$ cat config.mk
export PLATFORM = sky130hd
export DESIGN_NAME = rdr_pwr_ctrl
export DESIGN_NICKNAME = d
export VERILOG_FILES = /design/src/rtl/rpc_pkg.sv /design/src/rtl/rpc_wake_src.sv /design/src/rtl/rpc_access_gate.sv /design/src/rtl/rdr_pwr_ctrl.sv
export SDC_FILE = /design/constraint.sdc
export NUM_CORES = 1
export LEC_CHECK = 0
export BUFFER_PORTS_ARGS = -buffer_cell sky130_fd_sc_hd__buf_2
export CAP_MARGIN = 0
export CORE_ASPECT_RATIO = 0.9
export CORE_MARGIN = 2
export CORE_UTILIZATION = 24
export DETAILED_ROUTE_END_ITERATION = 12
export SYNTH_ARGS = -nofsm -noshare
export SYNTH_HDL_FRONTEND = slang
export SYNTH_SLANG_ARGS = --single-unit
$ cat constraint.sdc
create_clock -name clk -period 3.5 [get_ports clk]
set_input_delay 0.875 -clock clk [delete_from_list [all_inputs] [get_ports clk]]
set_output_delay 0.875 -clock clk [all_outputs]
set_load 0.05 [all_outputs]
$ cat src/rtl/rpc_pkg.sv
package rpc_pkg;
    typedef enum logic [1:0] {
        PM_RUN  = 2'd0,
        PM_SOFT = 2'd1,
        PM_EXIT = 2'd2,
        PM_HARD = 2'd3
    } pm_state_e;

    localparam logic [7:0] WAKE_BYTE = 8'h55;
endpackage

$ cat src/rtl/rpc_wake_src.sv
module rpc_wake_src
    import rpc_pkg::*;
(
    input  logic       autowake_en,
    input  logic       rf_field,
    input  logic       uart_sel,
    input  logic       uart_vld,
    input  logic [7:0] uart_byte,
    output logic       wake_req
);
    logic rf_wake;
    logic uart_wake;

    always_comb begin
        rf_wake   = autowake_en & rf_field;
        uart_wake = uart_sel & uart_vld & (uart_byte == WAKE_BYTE);
        wake_req  = rf_wake | uart_wake;
    end
endmodule

$ cat src/rtl/rpc_access_gate.sv
module rpc_access_gate #(
    parameter int AW = 6,
    parameter int DW = 8
) (
    input  logic          clk,
    input  logic          rst_n,
    input  logic          force_open,
    input  logic          close_gate,
    input  logic          in_run,
    input  logic          host_req,
    input  logic          host_we,
    input  logic [AW-1:0] host_addr,
    input  logic [DW-1:0] reg_rdata,
    output logic          reg_we,
    output logic [DW-1:0] host_rdata,
    output logic          gate_ready
);
    logic ready_d, ready_q;
    logic addr_zero;
    logic pass;

    always_comb begin
        addr_zero  = (host_addr == '0);
        pass       = in_run & host_req & (ready_q | addr_zero);
        reg_we     = pass & host_we;
        host_rdata = (pass & ~host_we) ? reg_rdata : '0;

        ready_d = ready_q;
        if (force_open) begin
            ready_d = 1'b1;
        end else if (close_gate) begin
            ready_d = 1'b0;
        end else if (in_run && host_req && !host_we && addr_zero) begin
            ready_d = 1'b1;
        end
    end

    always_ff @(posedge clk or negedge rst_n) begin
        if (!rst_n) begin
            ready_q <= 1'b1;
        end else begin
            ready_q <= ready_d;
        end
    end

    assign gate_ready = ready_q;
endmodule

$ cat src/rtl/rdr_pwr_ctrl.sv
module rdr_pwr_ctrl
    import rpc_pkg::*;
#(
    parameter int AW          = 6,
    parameter int DW          = 8,
    parameter int EXIT_CYCLES = 1024
) (
    input  logic          clk,
    input  logic          rst_n,
    input  logic          hpd_n,
    input  logic          sw_wr,
    input  logic          sw_pd_val,
    input  logic          autowake_en,
    input  logic          rf_field,
    input  logic          uart_sel,
    input  logic          uart_vld,
    input  logic [7:0]    uart_byte,
    input  logic          tx1_en,
    input  logic          tx2_en,
    input  logic          host_req,
    input  logic          host_we,
    input  logic [AW-1:0] host_addr,
    input  logic [DW-1:0] reg_rdata,
    output logic          osc_en,
    output logic          sink_en,
    output logic          in_iso,
    output logic          out_frz,
    output logic          pd_status,
    output logic          ant_drv_en,
    output logic          rx_en,
    output logic          reg_we,
    output logic [DW-1:0] host_rdata
);
    localparam int CW = (EXIT_CYCLES > 2) ? $clog2(EXIT_CYCLES) : 1;
    localparam logic [CW-1:0] LAST = CW'(EXIT_CYCLES - 1);

    typedef struct packed {
        pm_state_e     st;
        logic [CW-1:0] cnt;
    } ctl_t;

    ctl_t ctl_d, ctl_q;
    logic wake_req;
    logic close_gate;
    logic gate_ready;
    logic in_run;
    logic [CW-1:0] exit_cnt;

    rpc_wake_src u_wake (
        .autowake_en (autowake_en),
        .rf_field    (rf_field),
        .uart_sel    (uart_sel),
        .uart_vld    (uart_vld),
        .uart_byte   (uart_byte),
        .wake_req    (wake_req)
    );

    always_comb begin
        ctl_d     = ctl_q;
        ctl_d.cnt = '0;
        if (!hpd_n) begin
            ctl_d.st = PM_HARD;
        end else begin
            unique case (ctl_q.st)
                PM_HARD: ctl_d.st = PM_RUN;
                PM_RUN: begin
                    if (sw_wr && sw_pd_val) ctl_d.st = PM_SOFT;
                end
                PM_SOFT: begin
                    if ((sw_wr && !sw_pd_val) || wake_req) ctl_d.st = PM_EXIT;
                end
                PM_EXIT: begin
                    if (sw_wr && sw_pd_val) begin
                        ctl_d.st = PM_SOFT;
                    end else if (ctl_q.cnt == LAST) begin
                        ctl_d.st = PM_RUN;
                    end else begin
                        ctl_d.cnt = ctl_q.cnt + 1'b1;
                    end
                end
                default: ctl_d.st = PM_HARD;
            endcase
        end
        close_gate = (ctl_q.st == PM_EXIT) && (ctl_d.st == PM_RUN);
    end

    always_ff @(posedge clk or negedge rst_n) begin
        if (!rst_n) begin
            ctl_q <= '{st: PM_RUN, cnt: '0};
        end else begin
            ctl_q <= ctl_d;
        end
    end

    always_comb begin
        in_run     = (ctl_q.st == PM_RUN);
        osc_en     = in_run || (ctl_q.st == PM_EXIT);
        sink_en    = in_run;
        in_iso     = (ctl_q.st == PM_HARD);
        out_frz    = (ctl_q.st == PM_HARD);
        pd_status  = (ctl_q.st == PM_SOFT) || (ctl_q.st == PM_EXIT);
        rx_en      = in_run;
        ant_drv_en = in_run && tx1_en && tx2_en;
        exit_cnt   = ctl_q.cnt;
    end

    rpc_access_gate #(.AW(AW), .DW(DW)) u_gate (
        .clk        (clk),
        .rst_n      (rst_n),
        .force_open (ctl_q.st == PM_HARD),
        .close_gate (close_gate),
        .in_run     (in_run),
        .host_req   (host_req),
        .host_we    (host_we),
        .host_addr  (host_addr),
        .reg_rdata  (reg_rdata),
        .reg_we     (reg_we),
        .host_rdata (host_rdata),
        .gate_ready (gate_ready)
    );
endmodule

# Word level (Yosys, flattened, before mapping)
# Cells that the tools add are included.
# Widths: inputs -> output; s select.
# totals
ff_bits,13
output_inout_bits,16
wordCells,50
# classes
addsub,1
eq_ne,5
n_mux,14
n_bitwise,10
reduce_logical,17
# op_table
op,count
$mux 10,4
$add 10x1->10 const B,1
$eq 10x10->1 const B,1
$mux 2,5
$eq 8x7->1 const B,1
$logic_and 1x1->1,8
$mux 8,1
$pmux 2 s4,1
$and 1x1->1,7
$logic_not 6->1,1
$eq 2x2->1 const B,2
$logic_not 2->1,2
$logic_or 1x1->1,3
$mux 1,3
$reduce_bool 3->1,1
$eq 2x1->1 const B,1
$logic_not 1->1,2
$or 1x1->1,2
$not 1->1,1

# Longest topological paths before layout
# Gate-level depths: netlist of run 1.
# logic_depth
depth_word,11
ltp_mapped,6
ltp_nobuf,6

# By module
# From an unflattened synthesis of run 1, not the netlist that was laid out.
# hier_totals
cells_unflattened,110
area_unflattened_um2,935.9
# by_module_without_submodules
mod,instances,cells_per_inst,area_each_um2,seq_area_each_um2
rdr_pwr_ctrl,1,79,744.5,300.3
rpc_access_gate,1,26,147.6,26.3
rpc_wake_src,1,5,43.8,0.0

# Worst setup path before layout of run 1
# No wires, ideal clock.
# synth_timing
kind,input-to-output
startpoint,input host_addr[1]
endpoint,output reg_we
arrival_time_ps,2796
t_required_ps,2625
path_slack_ps,-171
path_stages,4
cell_sequence,or4_4 nor3_2 nor2_2 nor3b_1
# synth_via
elab_chain_len,4
# synth_lines
element,line_no,source
from (decl),rdr_pwr_ctrl.sv:22,"input logic [AW-1:0] host_addr,"
$logic_not 6->1,rpc_access_gate.sv:23,addr_zero = (host_addr == '0);
$or 1x1->1,rpc_access_gate.sv:24,pass = in_run & host_req & (ready_q | addr_zero);
$and 1x1->1,rpc_access_gate.sv:24,
$and 1x1->1,rpc_access_gate.sv:25,reg_we = pass & host_we;
to (decl),rdr_pwr_ctrl.sv:31,"output logic reg_we,"
# No other way between the ends.

# Worst setup path in the final report of run 1
# layout_timing
startpoint,input host_addr[1]
endpoint,output host_rdata[4]
# layout_via
elab_chain_len,5
# layout_lines
element,line_no,source
$logic_not 6->1,rpc_access_gate.sv:23,
$or 1x1->1,rpc_access_gate.sv:24,
$and 1x1->1,rpc_access_gate.sv:24,
$and 1x1->1,rpc_access_gate.sv:26,host_rdata = (pass & ~host_we) ? reg_rdata : '0;
$mux 8,rpc_access_gate.sv:26,
to (decl),rdr_pwr_ctrl.sv:32,output logic [DW-1:0] host_rdata
# No other way between the ends.

==> impl_metrics.tcl, run 1 <==
set metrics [dict create \
    htreeDepth 1 \
    yosysMostFrequentCell "nor2_1" \
    dp_cells 188 \
    core_mm2 0.00343 \
    layout-drive-gt1-share_pct 40.5 \
    crit_top_cell "buf_2" \
    hold_path.startpoint "exit_cnt[0]" \
    globalRoute.totalOverflow 0 \
    startpoint "host_addr[1]" \
    cp.arrival_ns 2.45 \
    rsz0062_at_grt "false" \
    areaGrowthSynthToFinish_pct 38.8 \
    die-area_mm2 0.00415 \
    cts_max_path_buffers 2 \
    cts_buffers 3 \
    power_density_mw_per_mm2 372 \
    pre_cts_ws_ns 0.165 \
    row_count 20 \
    antenna_cells 0 \
    num_vias 859 \
    max_stage_delay_ns 0.53 \
    worst_slack_ns 0.174 \
    drt_pre_antenna_iters 4 \
    holdPathStages 1 \
    fillers 379 \
    cts_num_sinks 13 \
    synth-async-reset-ratio_pct 100 \
    drc 0 \
    postCtsSetupBuffers 0 \
    slowest_stage "or4_4" \
    yosysTopAreaCellShare_pct 34.2 \
    skew_ns 0.00340 \
    synthTopCellsByCount "nor2_1 (13), dfrtp_1 (12), and2_1 (9)" \
    min_to "exit_cnt[0]" \
    hold_class "reg2reg" \
    syn_inst 96 \
    syn-mean-instance-area_um2 9.14 \
    fin_cells 192 \
    r2r_end "u_gate.gate_ready" \
    synth_flop_cell "dfrtp_1" \
    drt_iter0_markers 9 \
    tightest_slew_ns 0.558 \
    dpl.hpwl_mm 1.79 \
    start_util_pct 25.6 \
    setup_viol 0 \
    period_needed_ns 3.33 \
    ys_types 35 \
    netlist_area_um2 877 \
    critPathLaunchType "primary input" \
    route.final.wire_length_mm 2.14 \
    reg2regPathDepth 6 \
    worstSetupPathType "in2out" \
    io_pins 51 \
    ys_seq_area_share_pct 37.2 \
    leakagePower_uw 0.000611 \
    timing.setup.tns_ns 0 \
    viasPerCell 4.47 \
    cts_resized 0 \
    dieWidth_um 67.7 \
    synth_edf_count 0 \
    reg2reg_from "exit_cnt[0]" \
    gp_congestion 0.736 \
    hold_violations 0 \
    synth_fp_nets 136 \
    grt_pass1_vias 837 \
    ys_seq_elements 13 \
    timing.slew.headroom_pct 62.7 \
    numPortBuffers 50 \
    grt_use_total_pct 10.9 \
    finalCritPeriodShare_pct 95.0 \
    clock_latency_ns 0.24 \
    yosysWarningCount 0 \
    critPathRequiredTime_ns 2.62 \
    r2r_slack_ns 1.89 \
    grt_pass1_wl_mm 3.36 \
    path_clk_slew_ns 0.05 \
    tritoncts "built" \
    avgRoutedWirePerCell_um 11.2 \
    grt_max_degree 14 \
    hold_buffers 0 \
    yosys.area.top_type "dfrtp_1" \
    slew_violations 0 \
    path_max_fanout 8 \
    cp-end-kind "output pin" \
    root_buffer "clkbuf_8" \
    synthTopCellsByArea "dfrtp_1 (34%), ha_1 (7.1%), and2_1 (6.4%)" \
    irDropWorstVdd_mv 0.224 \
    outcome "finished, final reports clean" \
    fmax_mhz 301 \
    die_y_um 61.4 \
    path_cells "buf_2, or4_4, nor3_2, nor2_2, nor3_4, and2_1, buf_2" \
    layout.nets 189 \
    antenna_left 0 \
    cap_violations 0 \
    antenna_found_initial 0 \
]
==> state kept, by name (all words and copies together) (netlist names) <==
name,count
ctl_q,2
exit_cnt,10
u_gate.gate_ready,1
==> where the power goes <==
part	internal [uW]	leakage, uW	switching (uW)
Clock	80.1	0.0000228	48.5
Sequential	160	0.000172	6.92
Combinational	50.1	0.000416	108
Total	290	0.000611	163
==> per-layer routing <==
layer / track usage (%) / routed length [um] / vias to the layer above / share of wire (%)
met1: 11.2 / 847 / 380 / 40
met4: 2.62 / 10 / 0 / 0.47
li1: - / - / 437 / -
met5: 0 / 0 / - / 0
met2: 21.7 / 1070 / 40 / 50
met3: 3.29 / 212 / 2 / 9.9
==> worst max path at each step <==
stage,slack (ns),to
after CTS,0.16,host_rdata[4]
after global placement,0.24,host_rdata[2]
final,0.17,host_rdata[4]
after detailed placement,0.16,host_rdata[4]
after floorplan,0.32,reg_we
after global routing,0.07,host_rdata[3]
==> worst max-delay path: cells and delay by family <==
family        cells  cell delay (ns)
buf+inv           2             0.36
simple gates      5             1.22
==> layout make-up <==
type,instances,area [um2],share of cell area (%)
multi-input combinational,76,522,42.9
sequential,13,327,26.8
timing repair buffer,50,250,20.6
tap,44,55.1,4.52
clock buffer,4,45.0,3.70
inverter,5,18.8,1.54
==> through the flow <==
stage / util, % / total power (uW) / area (um2) / hold slack [ns]
final: 35.5 / 453 / 1220 / 0.480
after global routing: 35.5 / 484 / 1220 / 0.502
after CTS: 35.5 / 462 / 1220 / 0.479
after detailed placement: 34.2 / 329 / 1170 / 0.472
after global placement: 34.2 / 328 / 1170 / 0.467
after floorplan: - / 286 / 882 / 0.447
==> kinds of logic after synthesis <==
family | count (synthesis) | synth area share, %
buffers and inverters | 7 | 3.85
AND/OR/NAND/NOR | 51 | 34.2
XOR/XNOR | 8 | 7.99
flip-flops | 13 | 37.2
adder cells (fa/ha/maj) | 5 | 7.13
AO/OA/AOI/OAI | 12 | 9.56
==> cells in the final DEF, fill, tap and decap left out, types with 2 or more instances in the layout <==
cell	netlist	routed
and3_1	4	4
ha_1	5	5
a21oi_1	2	2
clkbuf_8	0	3
buf_2	0	50
nand3_1	5	5
nand3b_1	2	2
nand2_1	5	5
and2_1	9	9
o21ai_0	2	2
dfrtp_1	12	12
xor2_1	5	5
xnor2_1	3	3
nor2_1	13	13
nand2b_1	2	2
inv_1	5	5
(Power assumes the default switching activity.)
==> run 2, diff against run 1 <==
--- a/config.mk
+++ b/config.mk
@@ -9,8 +9,9 @@
 export CAP_MARGIN = 0
 export CORE_ASPECT_RATIO = 0.9
 export CORE_MARGIN = 2
-export CORE_UTILIZATION = 24
+export CORE_UTILIZATION = 30
 export DETAILED_ROUTE_END_ITERATION = 12
+export RECOVER_POWER = 100
 export SYNTH_ARGS = -nofsm -noshare
 export SYNTH_HDL_FRONTEND = slang
 export SYNTH_SLANG_ARGS = --single-unit
==> impl_metrics.tcl, run 2 (synthesis gave the netlist of run 1 again) <==
set metrics [dict create \
    outcome "finished, final reports clean" \
    tritoncts "built" \
    power_density_mw_per_mm2 347 \
    layout-drive-gt1-share_pct 35.1 \
    timing.slew.headroom_pct 53.9 \
    slowest_stage "or4_4" \
    globalRoute.totalOverflow 0 \
    grt_pass1_wl_mm 3.12 \
    cts_max_path_buffers 2 \
    path_max_fanout 8 \
    slew_violations 0 \
    clock_latency_ns 0.27 \
    antenna_cells 0 \
    num_vias 888 \
    antenna_found_initial 0 \
    hold_violations 0 \
    cts_num_sinks 13 \
    rsz0062_at_grt "false" \
    timing.setup.tns_ns 0 \
    drc 0 \
    root_buffer "clkbuf_4" \
    core_mm2 0.00277 \
    cts_resized 0 \
    most-common-layout-cells "buf_2 (33), nor2_1 (13), dfrtp_1 (12), clkbuf_1 (9)" \
    avgRoutedWirePerCell_um 10.8 \
    die_y_um 55.3 \
    viasPerCell 4.72 \
    dieWidth_um 61.0 \
    route.final.wire_length_mm 2.03 \
    grt_use_total_pct 12.0 \
    cts_buffers 3 \
    layout.nets 189 \
    postCtsSetupBuffers 0 \
    worstSetupPathType "in2out" \
    grt_max_degree 14 \
    cp-end-kind "output pin" \
    pre_cts_ws_ns 0.181 \
    skew_ns 0.00630 \
    path_cells "buf_2, or4_4, nor3_2, nor2_2, nor3_4, and2_1, clkbuf_2" \
    cp.arrival_ns 2.44 \
    period_needed_ns 3.32 \
    die-area_mm2 0.00337 \
    cap_violations 0 \
    grt_pass1_vias 775 \
    critPathLaunchType "primary input" \
    row_count 18 \
    htreeDepth 1 \
    io_pins 51 \
    start_util_pct 31.7 \
    leakagePower_uw 0.000566 \
    finalCritPeriodShare_pct 94.8 \
    final_common_cell "buf_2" \
    dp_cells 184 \
    worst_slack_ns 0.182 \
    fmax_mhz 301 \
    hold_ws_ns 0.495 \
    fillers 310 \
    critPathRequiredTime_ns 2.62 \
    tightest_slew_ns 0.692 \
    hold_buffers 0 \
    antenna_left 0 \
    areaGrowthSynthToFinish_pct 35.0 \
    dpl.hpwl_mm 1.68 \
    drt_iter0_markers 6 \
    largest_reg_flops 10 \
    setup_viol 0 \
    numPortBuffers 50 \
    irDropWorstVdd_mv 0.194 \
    drt_pre_antenna_iters 4 \
    fin_cells 188 \
    gp_congestion 0.914 \
    hold_class "reg2reg" \
    path_clk_slew_ns 0.08 \
    max_stage_delay_ns 0.52 \
]
## run 2: cell count changes in the layout (fill, tap and decap cells not counted), sizes merged
cell    delta
clkinv     +1
clkbuf    +16
buf       -17
## run 2: per-stage QoR
| stage | instance area [um2] | util (%) | power, uW |
|---|---|---|---|
| 3_5_place_dp | 1170 | 42.1 | 327 |
| 5_1_grt | 1180 | 42.7 | 435 |
| 3_3_place_gp | 1170 | 42.1 | 325 |
| 6_report | 1180 | 42.7 | 410 |
| 4_1_cts | 1190 | 43.1 | 420 |
| 2_1_floorplan | 882 | - | 286 |
## run 2: critical path, delay by kind of cell
family | cells | cell delay, ns
simple gates | 5 | 1.21
buf+inv | 2 | 0.37
## run 2: worst paths after layout
check | start | to | slack [ns] | cells past startpoint
max | host_addr[1] | host_rdata[6] | 0.18 | 7
min | exit_cnt[0] | exit_cnt[0] | 0.50 | 1
max reg2reg | exit_cnt[0] | u_gate.gate_ready | 1.89 | 6
min reg2reg | exit_cnt[0] | exit_cnt[0] | 0.50 | 1
max in group asynchronous | rst_n | ctl_q[11] | 2.45 | 1
min in group asynchronous | rst_n | exit_cnt[5] | 0.61 | 1
## run 2: where the power goes
part	internal (uW)	switching (uW)	leakage (uW)	total, uW
clock	42.3	47.1	0.0000177	89.4
sequential	160	7.59	0.000172	167
combinational	45.7	108	0.000376	154
total	248	163	0.000566	410
## run 2: final cells by class
class | count | area (um2) | share of cell area, %
multi-input cells | 76 | 522 | 44.1
flip-flops and latches | 13 | 327 | 27.6
repair buffers | 50 | 239 | 20.2
well taps | 40 | 50.0 | 4.23
clock buffers | 3 | 22.5 | 1.90
inverters | 5 | 18.8 | 1.59
clock inverters | 1 | 5.00 | 0.423
## run 2: routing by layer
layer / GRT usage (%) / routed length, um
met3: 4.22 / 208
met1: 14.2 / 835
met2: 20.3 / 979
met5: 0 / 0
met4: 2.80 / 12
==> run 3, diff against run 2 <==
--- a/config.mk
+++ b/config.mk
@@ -8,9 +8,9 @@
 export BUFFER_PORTS_ARGS = -buffer_cell sky130_fd_sc_hd__buf_2
 export CAP_MARGIN = 0
 export CORE_ASPECT_RATIO = 0.9
-export CORE_MARGIN = 2
 export CORE_UTILIZATION = 30
 export DETAILED_ROUTE_END_ITERATION = 12
+export MAX_ROUTING_LAYER = met4
 export RECOVER_POWER = 100
 export SYNTH_ARGS = -nofsm -noshare
 export SYNTH_HDL_FRONTEND = slang
==> impl_metrics.tcl, run 3 (synthesis gave the netlist of run 1 again) <==
set metrics [dict create \
    row_count 18 \
    die_y_um 53.3 \
    hold_buffers 0 \
    timing.setup.tns_ns 0 \
    grt_pass1_wl_mm 3.03 \
    most-common-layout-cells "buf_2 (32), nor2_1 (13), dfrtp_1 (12), clkbuf_1 (10)" \
    power_density_mw_per_mm2 346 \
    worstSetupPathType "in2out" \
    final_common_cell "buf_2" \
    dieWidth_um 59.0 \
    tritoncts "built" \
    setup_viol 0 \
    postCtsSetupBuffers 0 \
    multiInputGateArea_um2 522 \
    layout-drive-gt1-share_pct 34.5 \
    gp_congestion 0.928 \
    drt_pre_antenna_iters 4 \
    core_mm2 0.00277 \
    leakagePower_uw 0.000563 \
    startpoint "host_addr[1]" \
    cp-end-kind "output pin" \
    num_vias 852 \
    reg2regPathDepth 6 \
    fillers 288 \
    die-area_mm2 0.00314 \
    globalRoute.totalOverflow 0 \
    rsz0062_at_grt "false" \
    endpoint "host_rdata[0]" \
    clock_latency_ns 0.28 \
    cts_buffers 3 \
    path_max_fanout 8 \
    tightest_slew_ns 0.666 \
    viasPerCell 4.53 \
    htreeDepth 1 \
    finalCritPeriodShare_pct 94.6 \
    period_needed_ns 3.31 \
    grt_max_degree 14 \
    layout.nets 189 \
    cts_num_sinks 13 \
    grt_pass1_vias 740 \
    path_clk_slew_ns 0.08 \
    cts_max_path_buffers 2 \
    avgRoutedWirePerCell_um 10.1 \
    pre_cts_ws_ns 0.195 \
    drt_iter0_markers 7 \
    hold_class "reg2reg" \
    reg2reg_from "exit_cnt[0]" \
    route.final.wire_length_mm 1.91 \
    r2r_slack_ns 1.90 \
    start_util_pct 31.7 \
    antenna_found_initial 0 \
    cts_resized 0 \
    slowest_stage "or4_4" \
    r2r_end "u_gate.gate_ready" \
    critPathRequiredTime_ns 2.62 \
    path_cells "buf_2, or4_4, nor3_2, nor2_2, nor3_4, and2_1, clkbuf_2" \
    hold_ws_ns 0.474 \
    worst_slack_ns 0.189 \
    dpl.hpwl_mm 1.58 \
    outcome "finished, final reports clean" \
    critPathLaunchType "primary input" \
    fmax_mhz 302 \
    largest_reg_flops 10 \
    antenna_left 0 \
    skew_ns 0.00352 \
    numPortBuffers 50 \
    timing.slew.headroom_pct 55.6 \
    hold_path.startpoint "exit_cnt[0]" \
    hold_violations 0 \
    grt_use_total_pct 13.6 \
    slew_violations 0 \
    areaGrowthSynthToFinish_pct 34.8 \
    antenna_cells 0 \
    drc 0 \
    io_pins 51 \
    cp.arrival_ns 2.44 \
    cap_violations 0 \
    max_stage_delay_ns 0.52 \
    regArea_um2 327 \
    root_buffer "clkbuf_4" \
    irDropWorstVdd_mv 0.136 \
]
[run 3: per-stage QoR]
step / cells / total power, uW / instance area [um2] / util, %
3_3_place_gp: 184 / 325 / 1170 / 42.1
5_1_grt: 188 / 436 / 1180 / 42.7
4_1_cts: 188 / 420 / 1190 / 43.1
6_report: 188 / 410 / 1180 / 42.7
3_5_place_dp: 184 / 327 / 1170 / 42.1
2_1_floorplan: 96 / 286 / 882 / -
[run 3: worst min path at each step]
| stage | end | slack [ns] | cells after the start |
|---|---|---|---|
| 2_1_floorplan | exit_cnt[0] | 0.45 | 1 |
| 3_3_place_gp | exit_cnt[0] | 0.47 | 1 |
| 3_5_place_dp | exit_cnt[0] | 0.47 | 1 |
| 4_1_cts | exit_cnt[1] | 0.46 | 1 |
| 5_1_grt | exit_cnt[0] | 0.52 | 1 |
| 6_report | exit_cnt[0] | 0.47 | 1 |
[run 3: area by class of cell]
cell class / instances / share of cell area (%)
timing repair buffer: 50 / 20.1
tap: 40 / 4.23
sequential: 13 / 27.6
clock inverter: 1 / 0.423
clock buffer: 3 / 1.90
inverter: 5 / 1.59
multi-input combinational: 76 / 44.1
[run 3: power by group]
part           internal (uW)  leakage, uW  switching [uW]
Combinational           45.5     0.000374             107
Sequential               160     0.000172            7.48
Clock                   42.4    0.0000177            47.8
[run 3: layer usage]
| layer | global-route usage (%) | vias to the layer above | part of all wire [%] |
|---|---|---|---|
| met1 | 13.9 | 379 | 43 |
| met3 | 4.65 | 5 | 8.3 |
| met5 | - | - | 0 |
| li1 | - | 432 | - |
| met4 | 5.95 | 0 | 1.5 |
| met2 | 23.7 | 36 | 47 |
[run 3: critical path: cells and delay by family]
kind,cells,cell delay [ns]
buf+inv,2,0.37
simple gates,5,1.19
